<file path="config.mk">
export PLATFORM = sky130hd
export DESIGN_NAME = cellalu_top
export DESIGN_NICKNAME = d
export VERILOG_FILES = /design/src/rtl/cellalu_pkg.sv /design/src/rtl/cellalu_cell.sv /design/src/rtl/cellalu_decode.sv /design/src/rtl/cellalu_row.sv /design/src/rtl/cellalu_top.sv
export SDC_FILE = /design/constraint.sdc
export NUM_CORES = 1
export LEC_CHECK = 0
export BUFFER_PORTS_ARGS = -buffer_cell sky130_fd_sc_hd__buf_2
export CAP_MARGIN = 30
export CORE_AREA = 2 2 39 41
export DETAILED_ROUTE_END_ITERATION = 16
export DIE_AREA = 0 0 41 43
export GPL_ROUTABILITY_DRIVEN = 0
export PLACE_DENSITY = 0.45
export SLEW_MARGIN = 20
export SYNTH_ARGS = -nofsm -noshare
export SYNTH_HDL_FRONTEND = slang
export SYNTH_SLANG_ARGS = --single-unit
</file>
<file path="constraint.sdc">
create_clock -name vclk -period 3.47
set_clock_uncertainty 0.15 [all_clocks]
set_input_delay 0.1735 -clock vclk [all_inputs]
set_output_delay 0.1735 -clock vclk [all_outputs]
set_load 0.05 [all_outputs]
</file>
<file path="src/rtl/cellalu_pkg.sv">
package cellalu_pkg;

  // Function codes
  typedef enum logic [2:0] {
    FN_ADD  = 3'b000,
    FN_SUB  = 3'b001,
    FN_XOR  = 3'b010,
    FN_XNOR = 3'b011,
    FN_AND  = 3'b100,
    FN_OR   = 3'b101
  } fn_e;

  // Controls for the cell row and the output stage
  typedef struct packed {
    logic invert_b;   // feed ~opb to the cells
    logic ripple;     // cells chain their carries
    logic force_val;  // constant carry into every cell when not rippling
    logic low_carry;  // carry into the lowest cell when rippling
    logic take_carry; // result comes from the cell carries, not the sums
    logic cout_en;    // pass the top cell's carry to carry_out
    logic blank;      // unused code: zero everything
  } ctl_t;

endpackage

</file>
<file path="src/rtl/cellalu_cell.sv">
module cellalu_cell (
  input  logic a,
  input  logic b,
  input  logic ci,
  output logic s,
  output logic co
);
  logic half;

  always_comb begin
    half = a ^ b;
    s    = half ^ ci;
    co   = (a & b) | (half & ci);
  end
endmodule

</file>
<file path="src/rtl/cellalu_decode.sv">
module cellalu_decode
  import cellalu_pkg::*;
(
  input  logic [2:0] func,
  input  logic       carry_in,
  output ctl_t       ctl
);
  always_comb begin
    ctl = '0;
    case (fn_e'(func))
      FN_ADD: begin
        ctl.ripple    = 1'b1;
        ctl.low_carry = carry_in;
        ctl.cout_en   = 1'b1;
      end
      FN_SUB: begin
        ctl.ripple    = 1'b1;
        ctl.invert_b  = 1'b1;
        ctl.low_carry = 1'b1;
        ctl.cout_en   = 1'b1;
      end
      FN_XOR:  ctl.force_val = 1'b0;
      FN_XNOR: ctl.force_val = 1'b1;
      FN_AND: begin
        ctl.force_val  = 1'b0;
        ctl.take_carry = 1'b1;
      end
      FN_OR: begin
        ctl.force_val  = 1'b1;
        ctl.take_carry = 1'b1;
      end
      default: ctl.blank = 1'b1;
    endcase
  end
endmodule

</file>
<file path="src/rtl/cellalu_row.sv">
module cellalu_row #(
  parameter int WIDTH = 4
) (
  input  logic [WIDTH-1:0] a,
  input  logic [WIDTH-1:0] b,
  input  logic             invert_b,
  input  logic             ripple,
  input  logic             force_val,
  input  logic             low_carry,
  output logic [WIDTH-1:0] sums,
  output logic [WIDTH-1:0] carries,
  output logic             top_carry
);
  localparam int LINKS = WIDTH + 1;

  logic [LINKS-1:0] chain;
  logic [WIDTH-1:0] b_eff;

  assign b_eff    = invert_b ? ~b : b;
  assign chain[0] = low_carry;

  for (genvar k = 0; k < WIDTH; k++) begin : g_bit
    logic cin_k;
    // rippling modes take the neighbour's carry, logic modes a constant
    assign cin_k = ripple ? chain[k] : force_val;
    cellalu_cell u_cell (
      .a  (a[k]),
      .b  (b_eff[k]),
      .ci (cin_k),
      .s  (sums[k]),
      .co (chain[k+1])
    );
    assign carries[k] = chain[k+1];
  end

  assign top_carry = chain[WIDTH];
endmodule

</file>
<file path="src/rtl/cellalu_top.sv">
module cellalu_top
  import cellalu_pkg::*;
#(
  parameter int WIDTH = 4
) (
  input  logic [WIDTH-1:0] opa,
  input  logic [WIDTH-1:0] opb,
  input  logic [2:0]       func,
  input  logic             carry_in,
  output logic [WIDTH-1:0] result,
  output logic             carry_out
);
  ctl_t             ctl;
  logic [WIDTH-1:0] sums;
  logic [WIDTH-1:0] carries;
  logic             top_carry;

  cellalu_decode u_dec (
    .func     (func),
    .carry_in (carry_in),
    .ctl      (ctl)
  );

  cellalu_row #(.WIDTH(WIDTH)) u_row (
    .a         (opa),
    .b         (opb),
    .invert_b  (ctl.invert_b),
    .ripple    (ctl.ripple),
    .force_val (ctl.force_val),
    .low_carry (ctl.low_carry),
    .sums      (sums),
    .carries   (carries),
    .top_carry (top_carry)
  );

  always_comb begin
    if (ctl.blank) begin
      result    = '0;
      carry_out = 1'b0;
    end else begin
      result    = ctl.take_carry ? carries : sums;
      carry_out = ctl.cout_en & top_carry;
    end
  end
endmodule

</file>
* Word level (Yosys, flattened, before mapping)
Cells that the tools add are included.
Word-level totals: bits in writable memories 0, bits in read-only memories 0, flip-flop bits (word level) 0, output and inout port bits 5, latch bits 0, input bits 12, logic and storage cells 45, memories kept 0
Cells by class: $mul 0, magnitude comparators 0, divide/modulo/power cells 0, equality and inequality tests 5, shift operators 0, mux-type cells 13, add/sub/neg operators 0, bitwise gates (word level) 22, reduce and logical (&&, ||, !) cells 5
Operators by type and width (number):
- 4-bit two-way mux | 3
- 1-bit AND | 9
- 1-bit two-way mux | 9
- 1-bit bitwise XOR | 8
- 3-bit by 2-bit == test with 1-bit output (second input constant) | 2
- 3-bit == test (second input constant) | 2
- 2-bit OR reduction | 3
- 6-bit OR reduction | 1
- 4-bit NOT | 1
- 1-bit OR | 4
- 3-bit by 1-bit == test with 1-bit output (second input constant) | 1
- 3-bit zero test | 1
- 1-bit case mux with 2 select lines | 1

* Longest topological paths before layout
Gate-level depths: netlist (run 1).
word-level depth 17, gate-level depth with buffers 16, mapped depth without buffers 15

* Modules after synthesis
A second synthesis (run 1) with hierarchy kept.
Second synthesis, totals: cell total of the unflattened synthesis 32, area total of the unflattened synthesis 297.8 um^2
Modules (own cells, without submodules):
- cellalu_row | cells an instance 9, instances 1, area each 87.6 um^2, seq. area each 0.0 um^2
- cellalu_cell | cells an instance 1, instances 4, area each 20.0 um^2, seq. area each 0.0 um^2
- cellalu_top | cells an instance 11, instances 1, area each 67.6 um^2, seq. area each 0.0 um^2
- cellalu_decode | cells an instance 8, instances 1, area each 62.6 um^2, seq. area each 0.0 um^2

* Least setup slack after synthesis (run 1)
OpenSTA, ideal clock, no wires.
path kind input to output, from input port func[2], to output port result[3], buffers on the path 1, arrival time 4.047 ns, cell stages on the path 16, path slack -0.900 ns, data required time 3.147 ns, cell sequence buf_6 nand2b_4 nor2_8 xor2_1 fa_1 mux2i_1 o21ai_0 fa_1 mux2i_1 o21ai_0 fa_1 mux2i_1 o21ai_0 fa_1 inv_1 o21ai_0
On the way: cells in the longest elaborated chain, start to end 17, elaborated cells on any way between the ends 39, those cells by class eq/ne: 5; mux: 12; bitwise: 17; reduce/logical: 5
Ends and longest elaborated chain:
- start, declared | RTL line cellalu_top.sv:8 | input logic [2:0] func,
- 3-bit by 1-bit == test with 1-bit output, or another cell as far along | RTL line cellalu_decode.sv:10 | case (fn_e'(func))
- 1-bit two-way mux / 2-bit OR reduction (equally long branches)
- 4-bit two-way mux / 1-bit two-way mux (equally long branches) | RTL line cellalu_row.sv:19, cellalu_decode.sv:10
- 1-bit bitwise XOR / 1-bit two-way mux (equally long branches) | RTL line cellalu_cell.sv:11, cellalu_row.sv:25
- 1-bit AND | RTL line cellalu_cell.sv:13 | co = (a & b) | (half & ci);
- 1-bit OR | RTL line cellalu_cell.sv:13
- 1-bit two-way mux | RTL line cellalu_row.sv:25 | assign cin_k = ripple ? chain[k] : force_val;
- 1-bit AND | RTL line cellalu_cell.sv:13
- 1-bit OR | RTL line cellalu_cell.sv:13
- 1-bit two-way mux | RTL line cellalu_row.sv:25
- 1-bit AND | RTL line cellalu_cell.sv:13
- 1-bit OR | RTL line cellalu_cell.sv:13
- 1-bit two-way mux | RTL line cellalu_row.sv:25
- 1-bit AND | RTL line cellalu_cell.sv:13
- 1-bit OR | RTL line cellalu_cell.sv:13
- 4-bit two-way mux | RTL line cellalu_top.sv:41 | result = ctl.take_carry ? carries : sums;
- 4-bit two-way mux (*) | RTL line cellalu_top.sv:37 | if (ctl.blank) begin
- end, declared | RTL line cellalu_top.sv:10 | output logic [WIDTH-1:0] result,
Mark *: on every way between the ends. The rest lies on a longest branch, timed or not.

* Worst setup path after layout (run 1)
Ends and elaborated chain as after synthesis.

==> metrics, run 1 <==
Worst path top cell family by delay=adder cells; layout cell share with drive strength beyond 1=0.620; Max rail drop VDD=0.0000884 V; Congestion Overflow GR=0; Layout Nets=68; WL final=about 650 um; setup bufs post-CTS=0; crit-path cells=buf_6 > nand2b_4 > nor2_8 > xor2_2 > fa_2 > mux2i_1 > o21ai_1 > fa_2 > mux2i_1 > o21ai_1 > fa_2 > mux2i_1 > o21ai_1 > fa_1 > inv_1 > o21ai_2 > buf_6; post-synth cell types=16; Setup-failing EPs final=0; Pins Over Slew Limit=0; Die ar.=between 1500 and 2000 um^2; drt wl/cell=9.86 um; vias in the first global route=around 220; Worst Path Arrival=~3.1 ns; n_diodes=0; mux share of post-synthesis cell area=0.106; Period minus WS final=~3.5 ns; Worst Tran Pin Value=roughly 0.25 ns; Bufs and invs on worst path=3; outcome=finished clean; Synthesized Nets=46; setup TNS=0 ns; largest family of logic cells by synthesized area=adder cells; Worst path max stage delay=between 0.4 and 0.5 ns; via/cell ratio=roughly 4.3; global-route wire length before repair=890 um; Syn Area/Cell=roughly 9.4 um^2; Hold Path Origin=func[2]; FMAX=288 MHz; Final Cycle Share=1.00; Post-Synth Adder-Cell Area=0.283; critical path class=in -> out; largest net degree at the start of global routing=8; Die W=~41 um; Fillers=155; clock buffer count=0; DRT Pass-1 Iters=2; port bufs=17; DR DRC count=0; Seq. cell area=0 um^2; crit path max fanout=3; cell depth of the worst min-delay path=4; cell area power density=223 nW/um^2; initial antenna violation count=0; Row Count=14; Critical Path Start Type=input pin; max_cap viols=0; Crit-path slowest cell=fa_1; Post-Synth XOR/XNOR Area=0.124; Total GRT Usage=0.0663; Initial Utilization=0.204; Pwr Total=0.100 mW; die height=43 um; LEAKAGE=0.228 nW; Post-Syn Area=around 280 um^2; crit path capture type=output port; Slew HR=0.834; Seq Cell Count=0; Post-Synth Simple-Gate Area=0.204; Antenna Nets Post-Route=0; Area growth syn-to-layout=58.4%; sequential share of the synthesized area=0; detailed-route via count=between 200 and 300; Final Worst Setup Slack=around 0.0017 ns; Hold Path End=result[3]; Final HPWL DP=between 500 and 600 um; Ys Warns=0; Compound-Gate Fraction of Synth Area=0.199; IO Count=17; DRT iter0 DRCs=1; Critical Path RT=3.15 ns; Multi-input gate area=roughly 280 um^2; HP Class=in -> out; Hold Vio Cnt, Final=0; Mapped Cells=30; pre-CTS WS=-0.295 ns; RSZ-0062 raised after global routing=true; core area=about 1400 um^2
-- what timing repair did --
| action | CTS | global route |
|---|---|---|
| hold buffers | 0 | 0 |
| gates resized for setup | 10 | 2 |
| setup endpoints to repair | 2 | 2 |
-- layout by cell type, fill, tap and decap left out, drive strengths merged --
cell	count
fa	4
a21oi	1
nor2	2
nand3	1
nor3b	1
buf	22
nand2b	1
o21ai	5
mux2i	3
xor2	4
a22o	3
nand3b	1
inv	2
-- metal layers --
| metal | vias to the layer above | routed length, um | global-route usage |
|---|---|---|---|
| li1 | 145 | - | - |
| met1 | 130 | 306 | 0.116 |
| met2 | 9 | 295 | 0.0938 |
| met3 | 0 | 49 | 0 |
| met4 | 0 | 0 | 0 |
| met5 | - | 0 | 0 |
-- power by group --
part / total (mW) / internal (mW) / switching, mW
clock network: 0 / 0 / 0
logic: 0.100 / 0.0388 / 0.0613
registers: 0 / 0 / 0
-- layout make-up --
type,instances,share of cell area
timing repair buffer,22,0.307
inverter,2,0.0168
tap,16,0.0447
multi-input combinational,26,0.631
-- tightest hold or removal path, stage by stage --
cell	delay (ns)
buf_6	0.08
buf_4	0.15
o21ai_2	0.07
buf_6	0.14
-- kinds of logic (layout without fill, tap and decap cells) --
group,count (synthesis),after routing
adders and majority gates,4,4
xor gates and xnor gates,4,4
and+or+nand+nor,6,6
buffers and inverters,4,24
muxes,3,3
AOI/OAI and AO/OA,9,9
-- through the flow --
| stage | instances | hold slack (ns) | area (um^2) | util |
|---|---|---|---|---|
| floorplan | 30 | 0.436 | 292 | - |
| global placement | 66 | 0.728 | 418 | 0.302 |
| detailed placement | 66 | 0.719 | 418 | 0.302 |
| CTS | 66 | 0.642 | 445 | 0.322 |
| global route | 66 | 0.661 | 448 | 0.324 |
| finish | 66 | 0.642 | 448 | 0.324 |
-- cells in the mapped netlist --
cell type  n  area, um^2
a21oi_1    1        5.00
a22o_1     3        26.3
buf_2      1        5.00
buf_6      1        11.3
fa_1       4        80.1
inv_1      1        3.75
inv_2      1        3.75
mux2i_1    3        30.0
nand2b_4   1        13.8
nand3_1    1        5.00
nand3b_1   1        7.51
nor2_1     1        3.75
nor2_8     1        20.0
nor3b_1    1        7.51
o21ai_0    5        25.0
xor2_1     4        35.0
-- worst max path at each step --
stage,start,to,slack [ns],depth (start not counted)
after floorplan,func[2],result[3],-0.27,16
after global placement,func[2],result[3],-0.31,17
after detailed placement,func[2],result[3],-0.30,17
after CTS,func[2],result[3],-0.003,17
after global routing,func[2],result[3],-0.13,17
final,func[2],result[3],0.002,17
Note: power is estimated with default switching activity, not from simulation.
==> run 2, diff against run 1 <==
--- a/config.mk
+++ b/config.mk
@@ -11,7 +11,7 @@
 export DETAILED_ROUTE_END_ITERATION = 16
 export DIE_AREA = 0 0 41 43
 export GPL_ROUTABILITY_DRIVEN = 0
-export PLACE_DENSITY = 0.45
+export PLACE_DENSITY = 0.43
 export SLEW_MARGIN = 20
 export SYNTH_ARGS = -nofsm -noshare
 export SYNTH_HDL_FRONTEND = slang
==> constraint.sdc (replaced) <==
create_clock -name vclk -period 4
set_clock_uncertainty 0.15 [all_clocks]
set_input_delay 0.2 -clock vclk [all_inputs]
set_output_delay 0.2 -clock vclk [all_outputs]
set_load 0.05 [all_outputs]
==> run 2 against run 1 <==
Global-route usage increased by 0.69 points; worst hold slack got worse by 0.016 ns; sequential cell count stayed put; power fell by 19%; largest power group unchanged; highest routed layer unchanged; clock-buffer cell count is the same.
==> metrics, run 2 (synthesis gave the netlist of run 1 again) <==
outcome=finished clean; Seq Cell Count=0; met2 WL post-DR=between 200 and 300 um; WL final=roughly 600 um; Post-CTS Hold Fix Bufs=0; Hold Vio Cnt, Final=0; setup bufs post-CTS=0; initial antenna violation count=0; max_cap viols=0; Total GRT Usage=0.0731; Pins Over Slew Limit=0; vias in the first global route=approximately 240; Worst Path Arrival=around 3.4 ns; clock buffer count=0; core area=roughly 1400 um^2; LEAKAGE=between 0.2 and 0.25 nW; cell area power density=around 200 nW/um^2; Area growth syn-to-layout=41.2%; DR top layer=met3; commonest non-fill, non-tap cell in the layout=buf_2; global-route wire length before repair=~960 um; detailed-route via count=270; Critical Path Start Type=input pin; Die ar.=about 1800 um^2; Layout Nets=65; Final Util=0.288; FMAX=264 MHz; Antenna Nets Post-Route=0; Gates resized, CTS repair=0; Final Cycle Share=0.947; Worst Tran Pin Value=between 0.2 and 0.25 ns; most frequent cells in the layout=buf_2 (16), xor2_1 (4), o21ai_0 (4); die height=between 40 and 50 um; Period minus WS final=about 3.8 ns; RSZ-0062 raised after global routing=false; Initial Utilization=0.204; DRT Pass-1 Iters=2; Congestion Overflow GR=0; drt wl/cell=between 9 and 10 um; crit path max fanout=6; met3 wire len=around 42 um; HP Class=in -> out; Max rail drop VDD=approximately 0.000074 V; port bufs=17; Fin Hold WS=around 0.63 ns; pre-CTS WS=approximately 0.085 ns; Seq. cell area=0 um^2; n_diodes=0; Critical Path RT=roughly 3.7 ns; IO Count=17; Multi-input gate area=roughly 270 um^2; DRT iter0 DRCs=2; Slew HR=0.833; DRT met1 WL=268 um; layout cell share with drive strength beyond 1=0.511; crit path capture type=output port; via/cell ratio=~4.3; Setup-failing EPs final=0; setup TNS=0 ns; Fillers=approximately 170; Die W=roughly 41 um; Final Worst Setup Slack=~0.21 ns; critical path class=in -> out; Row Count=14; largest net degree at the start of global routing=10; DR DRC count=0
==> run 2: changes by cell type in the layout (fill, tap and decap cells not counted), sizes merged <==
cell	delta
buf	-3
==> run 2: final cells by class <==
class,count,area share
Tap cell,16,0.0502
Timing Repair Buffer,19,0.266
Multi-Input combinational cell,26,0.665
Inverter,2,0.0188
==> run 2: final timing paths <==
path | start | end | slack [ns] | depth (start not counted)
worst min-delay path | func[2] | result[3] | 0.63 | 3
worst max-delay path | func[2] | result[3] | 0.21 | 17
==> run 2: worst max-delay path: stages <==
cell	delay, ns
buf_2	0.15
nand2b_4	0.18
nor2_8	0.03
xor2_1	0.15
fa_1	0.42
mux2i_1	0.13
o21ai_0	0.12
fa_1	0.40
mux2i_1	0.12
o21ai_0	0.11
fa_2	0.36
mux2i_1	0.12
o21ai_0	0.11
fa_1	0.49
inv_1	0.05
o21ai_2	0.12
buf_6	0.17
==> run 2: report_power, final <==
part           internal [mW]  leakage, nW  switching [mW]
combinational         0.0295        0.210          0.0513
sequential                 0            0               0
clock                      0            0               0
==> run 2: through the flow <==
step / instance area, um^2 / std cells / power, mW
finish: 399 / 63 / 0.0808
global route: 399 / 63 / 0.0890
CTS: 390 / 63 / 0.0790
detailed placement: 390 / 63 / 0.0788
global placement: 390 / 63 / 0.0788
floorplan: 287 / 30 / 0.0595
==> run 2: per-layer routing <==
metal / track usage / vias up
met3: 0 / 0
li1: - / 139
met4: 0 / 0
met1: 0.121 / 121
met5: 0 / -
met2: 0.109 / 10
==> run 3, diff against run 2 <==
--- a/config.mk
+++ b/config.mk
@@ -5,6 +5,7 @@
 export SDC_FILE = /design/constraint.sdc
 export NUM_CORES = 1
 export LEC_CHECK = 0
+export ABC_AREA = 1
 export BUFFER_PORTS_ARGS = -buffer_cell sky130_fd_sc_hd__buf_2
 export CAP_MARGIN = 30
 export CORE_AREA = 2 2 39 41
==> run 3 against run 2 <==
Synthesized cell count increased by 63%; non-clock buffer count decreased by 1; combinational power decreased by 10%; global-route usage increased by 2.5 points; fmax increased by 2.8%; clock-buffer cell count unchanged; core utilization unchanged.
==> metrics, run 3 <==
Worst path max stage delay=between 0.4 and 0.5 ns; global-route wire length before repair=around 1300 um; via/cell ratio=4.17; Pwr Total=~0.072 mW; Post-CTS Hold Fix Bufs=0; Final Worst Setup Slack=0.316 ns; n_diodes=0; top cells by area, synth=nand2_1 (29%), fa_1 (28%), inv_1 (10%), nand3b_1 (10%), nand2_2 (8.7%); initial antenna violation count=0; Critical path origin=func[2]; Max rail drop VDD=about 0.000037 V; Commonest cells post-synth=nand2_1 (22), inv_1 (8); Setup-failing EPs final=0; Final Util=0.288; Crit-path slowest cell=fa_1; crit-path cells=buf_2 > nor2_4 > buf_4 > nand3b_1 > nand2_1 > fa_1 > inv_1 > nand2_1 > nand2_1 > inv_1 > fa_1 > inv_1 > nand2_1 > nand2_1 > inv_1 > fa_1 > inv_1 > nand2_1 > nand2_1 > inv_1 > fa_1 > nand2_1 > o21ai_0 > buf_2; post-synth cell types=9; Die ar.=between 1500 and 2000 um^2; detailed-route via count=approximately 350; drt wl/cell=slightly above 9 um; Bufs and invs on worst path=9; port bufs=17; FMAX=271 MHz; Critical Path Start Type=input pin; crit path max fanout=8; dominant cell type by area after synthesis=nand2_1; Mapped Cells=49; setup TNS=0 ns; largest net degree at the start of global routing=9; WL final=about 760 um; Area growth syn-to-layout=39.3%; setup bufs post-CTS=0; Final Cycle Share=0.921; clock buffer count=0; Layout Nets=85; IO Count=17; LEAKAGE=around 0.24 nW; Seq. cell area=0 um^2; DRT Pass-1 Iters=2; Worst Path Arrival=about 3.3 ns; Row Count=14; Syn Area/Cell=5.85 um^2; HP Class=in -> out; die height=43 um; Slew HR=0.835; critical path class=in -> out; crit path to=result[3]; Total GRT Usage=0.0986; core area=between 1000 and 1500 um^2; sequential share of the synthesized area=0; count leader, synth=nand2_1; Worst path top cell family by delay=adder cells; Synthesized Nets=65; Ys Warns=0; most frequent cells in the layout=nand2_1 (22), buf_2 (17), inv_1 (8); Critical Path RT=around 3.7 ns; RSZ-0062 raised after global routing=false; crit path capture type=output port; outcome=finished clean; Seq Cell Count=0; Hold Vio Cnt, Final=0; Fin Hold WS=~0.74 ns; commonest non-fill, non-tap cell in the layout=nand2_1; Pins Over Slew Limit=0; Congestion Overflow GR=0; max_cap viols=0; Gates resized, CTS repair=0; vias in the first global route=approximately 300; Antenna Nets Post-Route=0; cell area power density=about 180 nW/um^2; layout cell share with drive strength beyond 1=0.358; post-synth top area share=0.288; Initial Utilization=0.207; Die W=slightly above 40 um; DRT iter0 DRCs=2; Final HPWL DP=around 680 um; Fillers=~170; WP depth=24; Period minus WS final=~3.7 ns; Worst Tran Pin Value=0.249 ns; pre-CTS WS=between 0.2 and 0.3 ns; Post-Syn Area=between 200 and 300 um^2; Most Frequent Cell on Critical Path=nand2_1; DR DRC count=0
==> run 3: routing by layer <==
layer	global-route usage	up-vias	wire (um)
li1	-	185	-
met1	0.139	152	351
met2	0.172	9	364
met3	0	0	43
met4	0	0	0
met5	0	-	0
==> run 3: how the worst min path moves through the flow <==
stage / to / start / cells after the start / slack (ns)
detailed placement: carry_out / func[1] / 5 / 0.74
finish: carry_out / func[1] / 5 / 0.74
floorplan: carry_out / func[1] / 3 / 0.53
CTS: carry_out / func[1] / 5 / 0.75
global route: carry_out / func[1] / 5 / 0.77
global placement: carry_out / func[1] / 5 / 0.74
==> run 3: stage by stage <==
step	instance area, um^2	std cells
floorplan	287	49
global placement	399	83
detailed placement	399	83
CTS	399	83
global route	399	83
finish	399	83
==> run 3: final cells by class <==
class | instances | area [um^2] | share of cell area
well taps | 16 | 20.0 | 0.0502
repair buffers | 18 | 92.6 | 0.232
multi-input cells | 40 | 253 | 0.633
inverters | 9 | 33.8 | 0.0846
==> run 3: power by group <==
group / switching, mW / internal (mW)
Clock: 0 / 0
Combinational: 0.0505 / 0.0219
Sequential: 0 / 0
==> run 3: kinds of logic (layout without fill, tap and decap cells) <==
| logic type | Yosys count | count (layout) | synth area share |
|---|---|---|---|
| buf+inv | 9 | 27 | 0.118 |
| fa+ha+maj | 4 | 4 | 0.279 |
| simple gates | 32 | 32 | 0.533 |
| compound gates | 4 | 4 | 0.0699 |
